--- config.mk ---
export PLATFORM = sky130hd
export DESIGN_NAME = i2s_tx_clkgen
export DESIGN_NICKNAME = d
export VERILOG_FILES = /design/src/rtl/i2s_txclk_pkg.sv /design/src/rtl/txclk_frac.sv /design/src/rtl/txclk_bitdiv.sv /design/src/rtl/txclk_wsgen.sv /design/src/rtl/i2s_tx_clkgen.sv
export SDC_FILE = /design/constraint.sdc
export NUM_CORES = 1
export LEC_CHECK = 0
export ABC_AREA = 1
export BUFFER_PORTS_ARGS = -buffer_cell sky130_fd_sc_hd__buf_4
export CORE_MARGIN = 3
export CORE_UTILIZATION = 52
export CTS_CLUSTER_DIAMETER = 200
export DETAILED_ROUTE_END_ITERATION = 16
export PLACE_DENSITY = 0.78
export REMOVE_ABC_BUFFERS = 1
export SYNTH_ARGS = -nofsm -noshare
export SYNTH_HDL_FRONTEND = slang
export SYNTH_SLANG_ARGS = --single-unit
--- constraint.sdc ---
create_clock -name clk -period 2.5 [get_ports clk]
set_input_delay 0.25 -clock clk [delete_from_list [all_inputs] [get_ports clk]]
set_output_delay 0.25 -clock clk [all_outputs]
set_load 0.005 [all_outputs]
--- src/rtl/i2s_txclk_pkg.sv ---
package i2s_txclk_pkg;

  typedef enum logic [1:0] {
    SRC_OWN   = 2'd0,
    SRC_RXREF = 2'd1,
    SRC_RX4W  = 2'd2,
    SRC_ALT   = 2'd3
  } src_e;

  // a fractional setting is usable only with 0 < num <= den
  function automatic logic frac_cfg_ok(input logic [7:0] num, input logic [7:0] den);
    return (num != 8'd0) && (num <= den);
  endfunction

  // terminal count test shared by the two counters
  function automatic logic at_terminal(input logic [5:0] cnt, input logic [5:0] lim);
    return cnt >= lim;
  endfunction

endpackage

--- src/rtl/txclk_frac.sv ---
module txclk_frac
  import i2s_txclk_pkg::*;
#(
  parameter int RATE_W = 8
) (
  input  logic              clk,
  input  logic              rst_n,
  input  logic [RATE_W-1:0] num,
  input  logic [RATE_W-1:0] den,
  output logic              frac_pulse,
  output logic              ref_pulse
);
  localparam int ACC_W = RATE_W + 1;

  logic [ACC_W-1:0] acc_q;
  logic [ACC_W-1:0] sum;
  logic             cfg_ok;
  logic             pulse_q;
  logic             half_q;

  assign cfg_ok = frac_cfg_ok(num, den);
  assign sum    = acc_q + ACC_W'(num);

  always_ff @(posedge clk) begin
    if (!rst_n) begin
      acc_q   <= '0;
      pulse_q <= 1'b0;
      half_q  <= 1'b0;
    end else if (!cfg_ok) begin
      acc_q   <= '0;
      pulse_q <= 1'b0;
      half_q  <= 1'b0;
    end else begin
      if (sum >= ACC_W'(den)) begin
        acc_q   <= sum - ACC_W'(den);
        pulse_q <= 1'b1;
      end else begin
        acc_q   <= sum;
        pulse_q <= 1'b0;
      end
      if (pulse_q) half_q <= ~half_q;
    end
  end

  assign frac_pulse = pulse_q;
  assign ref_pulse  = pulse_q & half_q;

  // a fractional pulse only follows a cycle with a usable setting
  a_r2_quiet_when_invalid: assert property (@(posedge clk) disable iff (!rst_n)
    frac_pulse |-> $past(cfg_ok));

  // halved reference is never high two cycles in a row
  a_r3_ref_spaced: assert property (@(posedge clk) disable iff (!rst_n)
    ref_pulse |=> !ref_pulse);

endmodule

--- src/rtl/txclk_bitdiv.sv ---
module txclk_bitdiv
  import i2s_txclk_pkg::*;
#(
  parameter int NDIV_W = 6
) (
  input  logic              clk,
  input  logic              rst_n,
  input  logic              step,
  input  logic              restart,
  input  logic [NDIV_W-1:0] n_sel,
  output logic              tick
);
  logic [NDIV_W-1:0] cnt_q;
  logic              tick_q;

  always_ff @(posedge clk) begin
    if (!rst_n || restart) begin
      cnt_q  <= '0;
      tick_q <= 1'b0;
    end else if (step) begin
      if (at_terminal(cnt_q, n_sel)) begin
        cnt_q  <= '0;
        tick_q <= 1'b1;
      end else begin
        cnt_q  <= cnt_q + 1'b1;
        tick_q <= 1'b0;
      end
    end else begin
      tick_q <= 1'b0;
    end
  end

  assign tick = tick_q;

  // every tick is caused by a reference step one cycle earlier
  a_r5_tick_after_step: assert property (@(posedge clk) disable iff (!rst_n)
    tick |-> $past(step));

  // a restart suppresses the following tick
  a_r10_no_tick_after_restart: assert property (@(posedge clk) disable iff (!rst_n)
    restart |=> !tick);

endmodule

--- src/rtl/txclk_wsgen.sv ---
module txclk_wsgen
  import i2s_txclk_pkg::*;
#(
  parameter int WSLEN_W = 6
) (
  input  logic               clk,
  input  logic               rst_n,
  input  logic               tick,
  input  logic               restart,
  input  logic [WSLEN_W-1:0] len_sel,
  output logic               ws
);
  logic [WSLEN_W-1:0] wcnt_q;
  logic               ws_q;

  always_ff @(posedge clk) begin
    if (!rst_n || restart) begin
      wcnt_q <= '0;
      ws_q   <= 1'b0;
    end else if (tick) begin
      if (at_terminal(wcnt_q, len_sel)) begin
        wcnt_q <= '0;
        ws_q   <= ~ws_q;
      end else begin
        wcnt_q <= wcnt_q + 1'b1;
      end
    end
  end

  assign ws = ws_q;

  // word select moves only after a tick or a restart
  a_r8_ws_moves_on_tick: assert property (@(posedge clk) disable iff (!rst_n)
    (ws_q != $past(ws_q)) |-> $past(tick || restart));

endmodule

--- src/rtl/i2s_tx_clkgen.sv ---
module i2s_tx_clkgen
  import i2s_txclk_pkg::*;
#(
  parameter int RATE_W  = 8,
  parameter int NDIV_W  = 6,
  parameter int WSLEN_W = 6
) (
  input  logic               clk,
  input  logic               rst_n,
  input  logic [RATE_W-1:0]  rate_num,
  input  logic [RATE_W-1:0]  rate_den,
  input  logic [NDIV_W-1:0]  bit_div_sel,
  input  logic [WSLEN_W-1:0] ws_len_sel,
  input  logic [1:0]         src_sel,
  input  logic               slave_mode,
  input  logic               mclk_drive,
  input  logic               rx_ref_en,
  input  logic               rx_bclk_en,
  input  logic               rx_ws,
  input  logic               ext_ws,
  output logic               mclk_en,
  output logic               mclk_oe,
  output logic               bclk_tick,
  output logic               ws,
  output logic               pins_oe
);
  src_e src_q;
  logic restart;
  logic own_frac;
  logic own_ref;
  logic use_rxref;
  logic use_4w;
  logic sel_ref;
  logic div_step;
  logic div_tick;
  logic local_ws;

  always_ff @(posedge clk) begin
    if (!rst_n) src_q <= SRC_OWN;
    else        src_q <= src_e'(src_sel);
  end

  assign restart   = (src_e'(src_sel) != src_q);
  assign use_rxref = (src_q == SRC_RXREF);
  assign use_4w    = (src_q == SRC_RX4W);

  txclk_frac #(.RATE_W(RATE_W)) u_frac (
    .clk        (clk),
    .rst_n      (rst_n),
    .num        (rate_num),
    .den        (rate_den),
    .frac_pulse (own_frac),
    .ref_pulse  (own_ref)
  );

  assign sel_ref  = use_rxref ? rx_ref_en : own_ref;
  assign div_step = sel_ref & ~use_4w;

  txclk_bitdiv #(.NDIV_W(NDIV_W)) u_bitdiv (
    .clk     (clk),
    .rst_n   (rst_n),
    .step    (div_step),
    .restart (restart),
    .n_sel   (bit_div_sel),
    .tick    (div_tick)
  );

  txclk_wsgen #(.WSLEN_W(WSLEN_W)) u_wsgen (
    .clk     (clk),
    .rst_n   (rst_n),
    .tick    (div_tick),
    .restart (restart),
    .len_sel (ws_len_sel),
    .ws      (local_ws)
  );

  assign mclk_en   = own_ref & mclk_drive;
  assign mclk_oe   = mclk_drive;
  assign bclk_tick = use_4w ? rx_bclk_en : div_tick;
  assign ws        = use_4w ? rx_ws : (slave_mode ? ext_ws : local_ws);
  assign pins_oe   = ~slave_mode;

  // with the receiver reference selected, no pulse means no tick next cycle
  a_r6_rxref_drives_tick: assert property (@(posedge clk) disable iff (!rst_n)
    (use_rxref && !restart && !rx_ref_en) |=> (!bclk_tick || use_4w));

  // master clock pulses only exist while a fractional pulse is present
  a_r4_mclk_from_frac: assert property (@(posedge clk) disable iff (!rst_n)
    mclk_en |-> own_frac);

endmodule

* Word level (Yosys, flattened, before mapping)
Index checks and enable logic that the tools add are counted.
** Operators by class
- Mux-type cells :: 9
- Add/sub/neg operators :: 4
- Magnitude comparators :: 4
- Reduce and logical (&&, ||, !) cells :: 7
- Bitwise operators :: 8
- Equal/unequal tests :: 3
** Operators by type and width (count)
- $add A6 B1 Y6 const B :: 2
- $ge A6 B6 Y1 :: 2
- $mux W6 :: 2
- $add A9 B8 Y9 :: 1
- $ge A9 B8 Y1 :: 1
- $mux W9 :: 1
- $sub A9 B8 Y9 :: 1
- $le A8 B8 Y1 :: 1
- $reduce_bool A8 Y1 :: 1
- $mux W1 :: 6
- $not A1 Y1 :: 5
- $reduce_and A2 Y1 :: 2
- $and A1 B1 Y1 :: 3
- $eq A2 B1 Y1 const B :: 1
- $eq A2 B2 Y1 const B :: 1
- $ne A2 B2 Y1 :: 1
- $reduce_or A2 Y1 :: 1
- $logic_and A1 B1 Y1 :: 1
- $logic_not A1 Y1 :: 1
- $logic_or A1 B1 Y1 :: 1
** Storage, ports and cells
- Input bits :: 38
- Register bits after elaboration :: 27
- Logic and storage cells :: 43
- Output and inout bits :: 5

* Longest topological paths before layout
Gate-level depths: netlist of run 1.
- Depth in word-level cells :: 5
- Mapped depth :: 18
- Mapped depth without buffers :: 18

* Cells and area by module
From an unflattened synthesis of run 1, not the netlist that was laid out.
** Unflattened totals
- Cell total of the unflattened synthesis :: 392
- Area total of the unflattened synthesis :: 2616.3 um^2
** By module, submodules not included
- txclk_frac :: area an instance 1475.2 um^2, instances 1, sequential area each 220.2 um^2, cells each 234
- txclk_wsgen :: area an instance 490.5 um^2, instances 1, sequential area each 140.1 um^2, cells each 65
- txclk_bitdiv :: area an instance 483.0 um^2, instances 1, sequential area each 140.1 um^2, cells each 63
- i2s_tx_clkgen :: area an instance 167.7 um^2, instances 1, sequential area each 40.0 um^2, cells each 30

* Least setup slack after synthesis of run 1
OpenSTA, ideal clock, no wires.
- Path kind :: register to register
- Start :: register u_frac.acc_q[0]
- End :: register u_frac.acc_q[8]
- Data arrival time :: 2.318 ns
- Period minus slack after synthesis :: 2.432 ns
- Setup slack :: 0.068 ns
- Buffers on the path :: 0
- Data required time :: 2.386 ns
- Library setup time :: 0.114 ns
- Stages on the path, launching flop included :: 16
- Cells stage by stage :: dfxtp_1 -> ha_1 -> fa_1 -> nand3_1 -> nand3_2 -> xor2_1 -> inv_1 -> ha_1 -> nand2_1 -> nand2_1 -> a21oi_1 -> nand2_1 -> nand2_2 -> nand3_4 -> nand2_1 -> nor2_1
** On the way
- Cells in the longest elaborated chain, start to end :: 3
- Elaborated cells between the ends (all ways) :: 4
- Those cells by class :: add/sub: 2; order compare: 1; mux: 1
** Ends and longest elaborated chain
- start, declared :: line txclk_frac.sv:15 : logic [ACC_W-1:0] acc_q;
- start signal, assigned :: line txclk_frac.sv:35 : acc_q <= sum - ACC_W'(den);
- start signal, assigned :: line txclk_frac.sv:38 : acc_q <= sum;
- $add A9 B8 Y9 * :: line txclk_frac.sv:22 : assign sum = acc_q + ACC_W'(num);
- $sub A9 B8 Y9 / $ge A9 B8 Y1 (equally long branches) :: line txclk_frac.sv:35, txclk_frac.sv:34
- $mux W9 * :: line txclk_frac.sv:34 : if (sum >= ACC_W'(den)) begin
Mark *: on every way between the ends. The rest lies on a longest branch, timed or not.
A chain may end at the register's enable or synchronous reset.

* Final worst setup path of run 1
- Start :: register u_frac.acc_q[0]
- End :: register u_frac.acc_q[3]
Same word-level chain as after synthesis.

==> results of run 1 <==
layer usage:
metal,vias up,global-route usage,share of wire
met5,-,0,0
met4,0,0.05072,0.017
met3,13,0.02482,0.042
met2,57,0.4165,0.51
met1,1220,0.2939,0.43
li1,1396,-,-
state kept, by name (all words and copies together), names as in the netlist:
| register | cells |
|---|---|
| u_frac.acc_q | 9 |
| u_bitdiv.cnt_q | 6 |
| u_wsgen.wcnt_q | 6 |
| src_q | 2 |
| u_bitdiv.tick | 1 |
| u_frac.frac_pulse | 1 |
| u_frac.half_q | 1 |
| u_wsgen.ws | 1 |
cells by family after synthesis:
family                   after synthesis  synth area share
AND/OR/NAND/NOR                      199            0.3402
XOR/XNOR                              13           0.04441
flip-flops                            27            0.2108
buffers and inverters                 85            0.1264
AO/OA/AOI/OAI                         32           0.07711
adder cells (fa/ha/maj)               40            0.2011
stage by stage:
step	hold WS (ps)	TNS, ps	utilization
after global placement	453.8	-1346	0.6804
after detailed placement	461.6	-2052	0.6804
after CTS	168.6	-3.965	0.7188
after floorplan	343.5	0	-
after global routing	164.9	-1536	0.7522
final	164.9	-303.4	0.7522
repair_timing:
item,in CTS,in global routing
pin swaps,5,18
buffers inserted,3,3
gates cloned,1,0
setup endpoints to repair,10,10
resized for setup,15,30
worst max path at each step:
stage                    startpoint         endpoint  slack, ps  cells after the start
floorplan           u_frac.acc_q[0]  u_frac.acc_q[8]         70                     15
global placement        rate_num[0]  u_frac.acc_q[8]       -150                     16
detailed placement      rate_num[0]  u_frac.acc_q[1]       -250                     17
CTS                 u_frac.acc_q[0]  u_frac.acc_q[3]         -4                     13
global route        u_frac.acc_q[0]  u_frac.acc_q[3]       -210                     16
finish              u_frac.acc_q[0]  u_frac.acc_q[3]       -100                     16
Yosys cell counts (4+ instances only):
cell / instances
a21oi_1: 19
dfxtp_1: 27
ha_1: 38
inv_1: 82
nand2_1: 103
nand2_2: 4
nand3_1: 18
nand4_1: 18
nor2_1: 43
nor3_1: 5
o21a_1: 4
xor2_1: 10
worst max-delay path, cell delays in order (launching register included):
cell     delay, ps
dfxtp_2        340
ha_4           160
fa_2           420
nand3_4        120
nand3_4         90
xor2_4         170
inv_2           60
ha_4           260
nand2_2         70
nand2_2         70
a21oi_2        140
nand2_2         90
nand2_4        110
buf_6          130
nand4_1        120
nand2_1        100
nor2_1          50
area by class of cell:
type                    instances  area, um^2  area share
clock inverters                 1       7.507    0.002187
repair buffers                 69       521.8      0.1520
clock buffers                   3       41.29     0.01203
well taps                      65       81.33     0.02369
inverters                      83       311.5     0.09074
flip-flops and latches         27       543.0      0.1582
multi-input cells             285        1927      0.5612
power by group:
part	switching [mW]	internal, mW	total, mW
Clock	0.148	0.114	0.261
Combinational	1.54	1.21	2.75
Sequential	0.0479	0.509	0.557
Total	1.74	1.83	3.57
==> flow_summary.ini, run 1 <==
[outcome]
outcome = complete, but fails checks
violations = negative setup slack

[clock_tree]
clkTransAtPathRegs_ps = 100
htree_levels = 1
cts_inserted_buffers = 3
cts_hold_buf = 0
cts_tree = done
ctsRootBufferMaster = clkbuf_8
clockBufferDepth = 2
clk_latency_ps = 290
clock-sinks = 27

[hold_path]
holdPathEnd = src_q[1]
holdCritPathClass = input port to register
whs_path_depth = 3
hold_start = src_sel[1]

[grt]
grt_pass1_vias = 2509
grt_first_pass_wirelength_um = 11160
antenna_found_initial = 0
grt_overflow = 0
grt_usage = 0.2306
grt_max_degree = 17

[setup_path]
r2r-start = u_frac.acc_q[0]
crit_path_start_kind = register
r2r-end = u_frac.acc_q[3]
critPathRequiredTime_ps = 2680
worstPathMaxFanout = 6
crit_arrival_ps = 2780
cp-end-kind = register
reg2regPathDepth = 16
regToRegSetupSlack_ps = -100
critPathKind = register to register

[die]
coreArea_um2 = 4564
initial_core_util = 0.5617
dieArea_um2 = 5809
ios = 43
num_rows = 24
chipWidth_um = 76.22
die_y_um = 76.22

[logic_synthesis]
synthArstFlopShare = 0
seq_area_frac_synth = 0.2108
yosysTopAreaCellShare = 0.2108
ys_seq_elements = 27
synth_area_per_cell_um2 = 6.474
ys.flop_type = dfxtp_1
synth_area_leaders = dfxtp_1, ha_1, nand2_1
yosysTopAreaCell = dfxtp_1
synth_warnings = 0
postSynthCellCount = 396
synth_cell_types = 30
synth-edff-count = 0
synth_area_um2 = 2564

[sta]
maxSlewViolCount = 0
period_share = 1.039
rsz0062_at_grt = true
final.setup_skew_ps = 14.52
final.min_clock_period_ps = 2597
final_hold_viol_count = 0
worst_pin_slew_ps = 297.1
max_freq_ghz = 0.3850
postLayoutSetupSlackWorst_ps = -97.31
setup_viol = 8
maxSlewHeadroom = 0.8017

[placement]
dp_hpwl_um = 5155
gp_congestion = 0.8759
place_ws_ps = -249.7
portBuffers = 42
dpl-instance-area_um2 = 3105
place_inst = 522

[finish]
antennaDiodeCount = 0
final_cells = 533
final_common_cell = nand2_1
drive_above_1_share = 0.2607
final_cell_mix = nand2_1, inv_1, buf_4, nor2_1, ha_1
finalInstanceArea_um2 = 3433
fillers = 357
area_growth_pct = 33.92
finalNetCount = 547

[power_and_ir_drop]
leakage_nw = 1.869
p_per_area_nw_per_um2 = 1040
power_mw = 3.569
ir_drop_uv = 767.6

[route]
drtAntennaViolNets = 0
via_count = 2686
drt_wl_total_um = 7056
drtIter0Drc = 137
routedWlPerCell_um = 13.24
remaining_drc_errors = 0
firstDrtPassIters = 4
viasPerCell = 5.039

[job]
cap_violations = 0
No activity file was read; power rests on OpenSTA's default activity.
==> run 2, diff against run 1 <==
==> constraint.sdc (replaced) <==
create_clock -name clk -period 2.5 [get_ports clk]
set_input_delay 0 -clock clk [delete_from_list [all_inputs] [get_ports clk]]
set_output_delay 0 -clock clk [all_outputs]
set_load 0.005 [all_outputs]
==> run 2 against run 1 <==
- the flow still finishes with violations (negative setup slack)
- maximum frequency increased by 0.38%
- sequential power rose by 0.7%
- first-iteration DRC count decreased by 0.73%
- sequential cell count unchanged
- power down 6.4%
- critical path type unchanged
==> flow_summary.ini, run 2 (same netlist as run 1, synthesis figures left out) <==
[sta]
max_freq_ghz = 0.3865
final_hold_viol_count = 0
postLayoutSetupSlackWorst_ps = -87.52
worst_pin_slew_ps = 291.5
maxSlewHeadroom = 0.8057
rsz0062_at_grt = true
period_share = 1.035
final.setup_skew_ps = 4.966
final.min_clock_period_ps = 2588
setup_viol = 9
maxSlewViolCount = 0

[route]
remaining_drc_errors = 0
drtAntennaViolNets = 0
drtIter0Drc = 136
routedWlPerCell_um = 12.48
firstDrtPassIters = 4
viasPerCell = 5.040
via_count = 2626
drt_wl_total_um = 6504

[power_and_ir_drop]
ir_drop_uv = 865.6
leakage_nw = 1.793
p_int_mw = 1.690
p_switching_mw = 1.651
p_clk_frac = 0.076
combPwrFrac = 0.756
seq_power_share = 0.168
swShare = 0.4941
power_mw = 3.341
p_per_area_nw_per_um2 = 1004

[grt]
grt_first_pass_wirelength_um = 10330
grt_pass1_vias = 2425
grt_max_degree = 17
grt_usage = 0.2096
grtUsageMet3 = 0.03191
grt_use_met1 = 0.2746
grt_overflow = 0
antenna_found_initial = 0
grtUsageMet2 = 0.3647
grt_busiest_layer = met2

[clock_tree]
clockBufferDepth = 2
clkTransAtPathRegs_ps = 100
clock-sinks = 27
cts_tree = done
htree_levels = 1
cts_inserted_buffers = 3
ctsRootBufferMaster = clkbuf_8
clk_latency_ps = 280

[die]
die_y_um = 76.22
dieArea_um2 = 5809
ios = 43
num_rows = 24
initial_core_util = 0.5617
coreArea_um2 = 4564
chipWidth_um = 76.22

[finish]
drive_above_1_share = 0.2412
final_cell_mix = nand2_1, inv_1, buf_4, nor2_1, ha_1
final_common_cell = nand2_1
post-route-util = 0.7289
regMostFlops = u_frac.acc_q
antennaDiodeCount = 0
fillers = 362
finalNetCount = 535
largestRegisters = u_frac.acc_q (9), u_bitdiv.cnt_q (6), u_wsgen.wcnt_q (6)
largest_reg_flops = 9
area_growth_pct = 29.77

[setup_path]
worstPathMaxFanout = 8
r2r-start = u_frac.acc_q[0]
reg2regPathDepth = 16
regToRegSetupSlack_ps = -90
critPathRequiredTime_ps = 2690
cp-end-kind = register
r2r-end = u_frac.acc_q[5]
critPathKind = register to register
crit_path_start_kind = register
crit_arrival_ps = 2770

[hold_path]
holdPathEnd = u_wsgen.wcnt_q[1]
hold_start = rst_n
holdCritPathClass = input port to register
whs_path_depth = 5

[placement]
gp_congestion = 0.8980
place_ws_ps = -127.8
dp_hpwl_um = 4811
portBuffers = 42

[job]
cap_violations = 0

[outcome]
violations = negative setup slack
outcome = complete, but fails checks
[run 2: cell types whose count changed in the layout (fill, tap and decap cells not counted), moves of 2 or more]
cell	change
dlygate4sd3_1	+4
buf_4	-16
nand3_4	-2
xor2_4	-2
nand3_2	+2
xor2_2	+2
nand2_1	-2
nand2_2	+3
[run 2: per-stage QoR]
stage          cell area (um^2)  std cells  hold slack (ps)  TNS [ps]
6_report                   3327        521            101.4    -473.1
5_1_grt                    3327        521            115.6     -1641
4_1_cts                    3181        519            89.44         0
3_5_place_dp               3008        509            177.9     -1165
3_3_place_gp               3008        509            177.2    -307.3
2_1_floorplan              2551        394                0         0
[run 2: area by class of cell]
class	count	area, um^2	share of cell area
Clock buffer	3	41.29	0.01241
Clock inverter	1	7.507	0.002256
Inverter	83	311.5	0.09364
Multi-Input combinational cell	286	1912	0.5747
Sequential cell	27	543.0	0.1632
Tap cell	65	81.33	0.02445
Timing Repair Buffer	56	430.4	0.1294
[run 2: layer usage]
layer	vias up	wire length, um	part of all wire
met1	1168	2917	0.45
met5	-	0	0
met2	70	3155	0.49
li1	1374	-	-
met4	0	113	0.017
met3	14	317	0.049
[run 2: what timing repair did]
action                                  4_1_cts  5_1_grt
pin swaps                                     3       13
buffers inserted                              0        2
cloned                                        2        0
hold endpoints to repair                      2        0
hold buffers                                  4        0
gates resized for setup                      11       33
endpoints found under the setup margin       10       10
[run 2: how the worst max path moves through the flow]
stage | endpoint | startpoint | depth (start not counted) | slack [ps]
floorplan | u_frac.acc_q[8] | u_frac.acc_q[0] | 15 | 70
global placement | u_frac.acc_q[8] | u_frac.acc_q[0] | 15 | -40
detailed placement | u_frac.acc_q[4] | u_frac.acc_q[0] | 16 | -130
CTS | u_frac.acc_q[4] | u_frac.acc_q[2] | 18 | 10
global route | u_frac.acc_q[8] | u_frac.acc_q[0] | 15 | -190
finish | u_frac.acc_q[5] | u_frac.acc_q[0] | 16 | -90
[run 2: worst max-delay path, stage by stage, from the launching register on]
cell     delay [ps]
dfxtp_2         340
ha_4            160
fa_2            440
nand3_2         100
nand3_2          90
xor2_2          210
inv_2            70
ha_4            290
nand2_2          70
nor2_1          110
nand2_1          70
nand2_2         130
nand2_4          90
nand3_4         140
nand2_1          90
inv_1            60
nor2_1           40
[run 2: power groups by stage]
stage | registers [mW] | clock network [mW] | logic [mW]
final | 0.561 | 0.254 | 2.53
after global routing | 0.569 | 0.273 | 2.79
after CTS | 0.543 | 0.262 | 2.12
after detailed placement | 0.549 | 0 | 1.93
after global placement | 0.549 | 0 | 1.91
after floorplan | 0.537 | 0 | 1.46
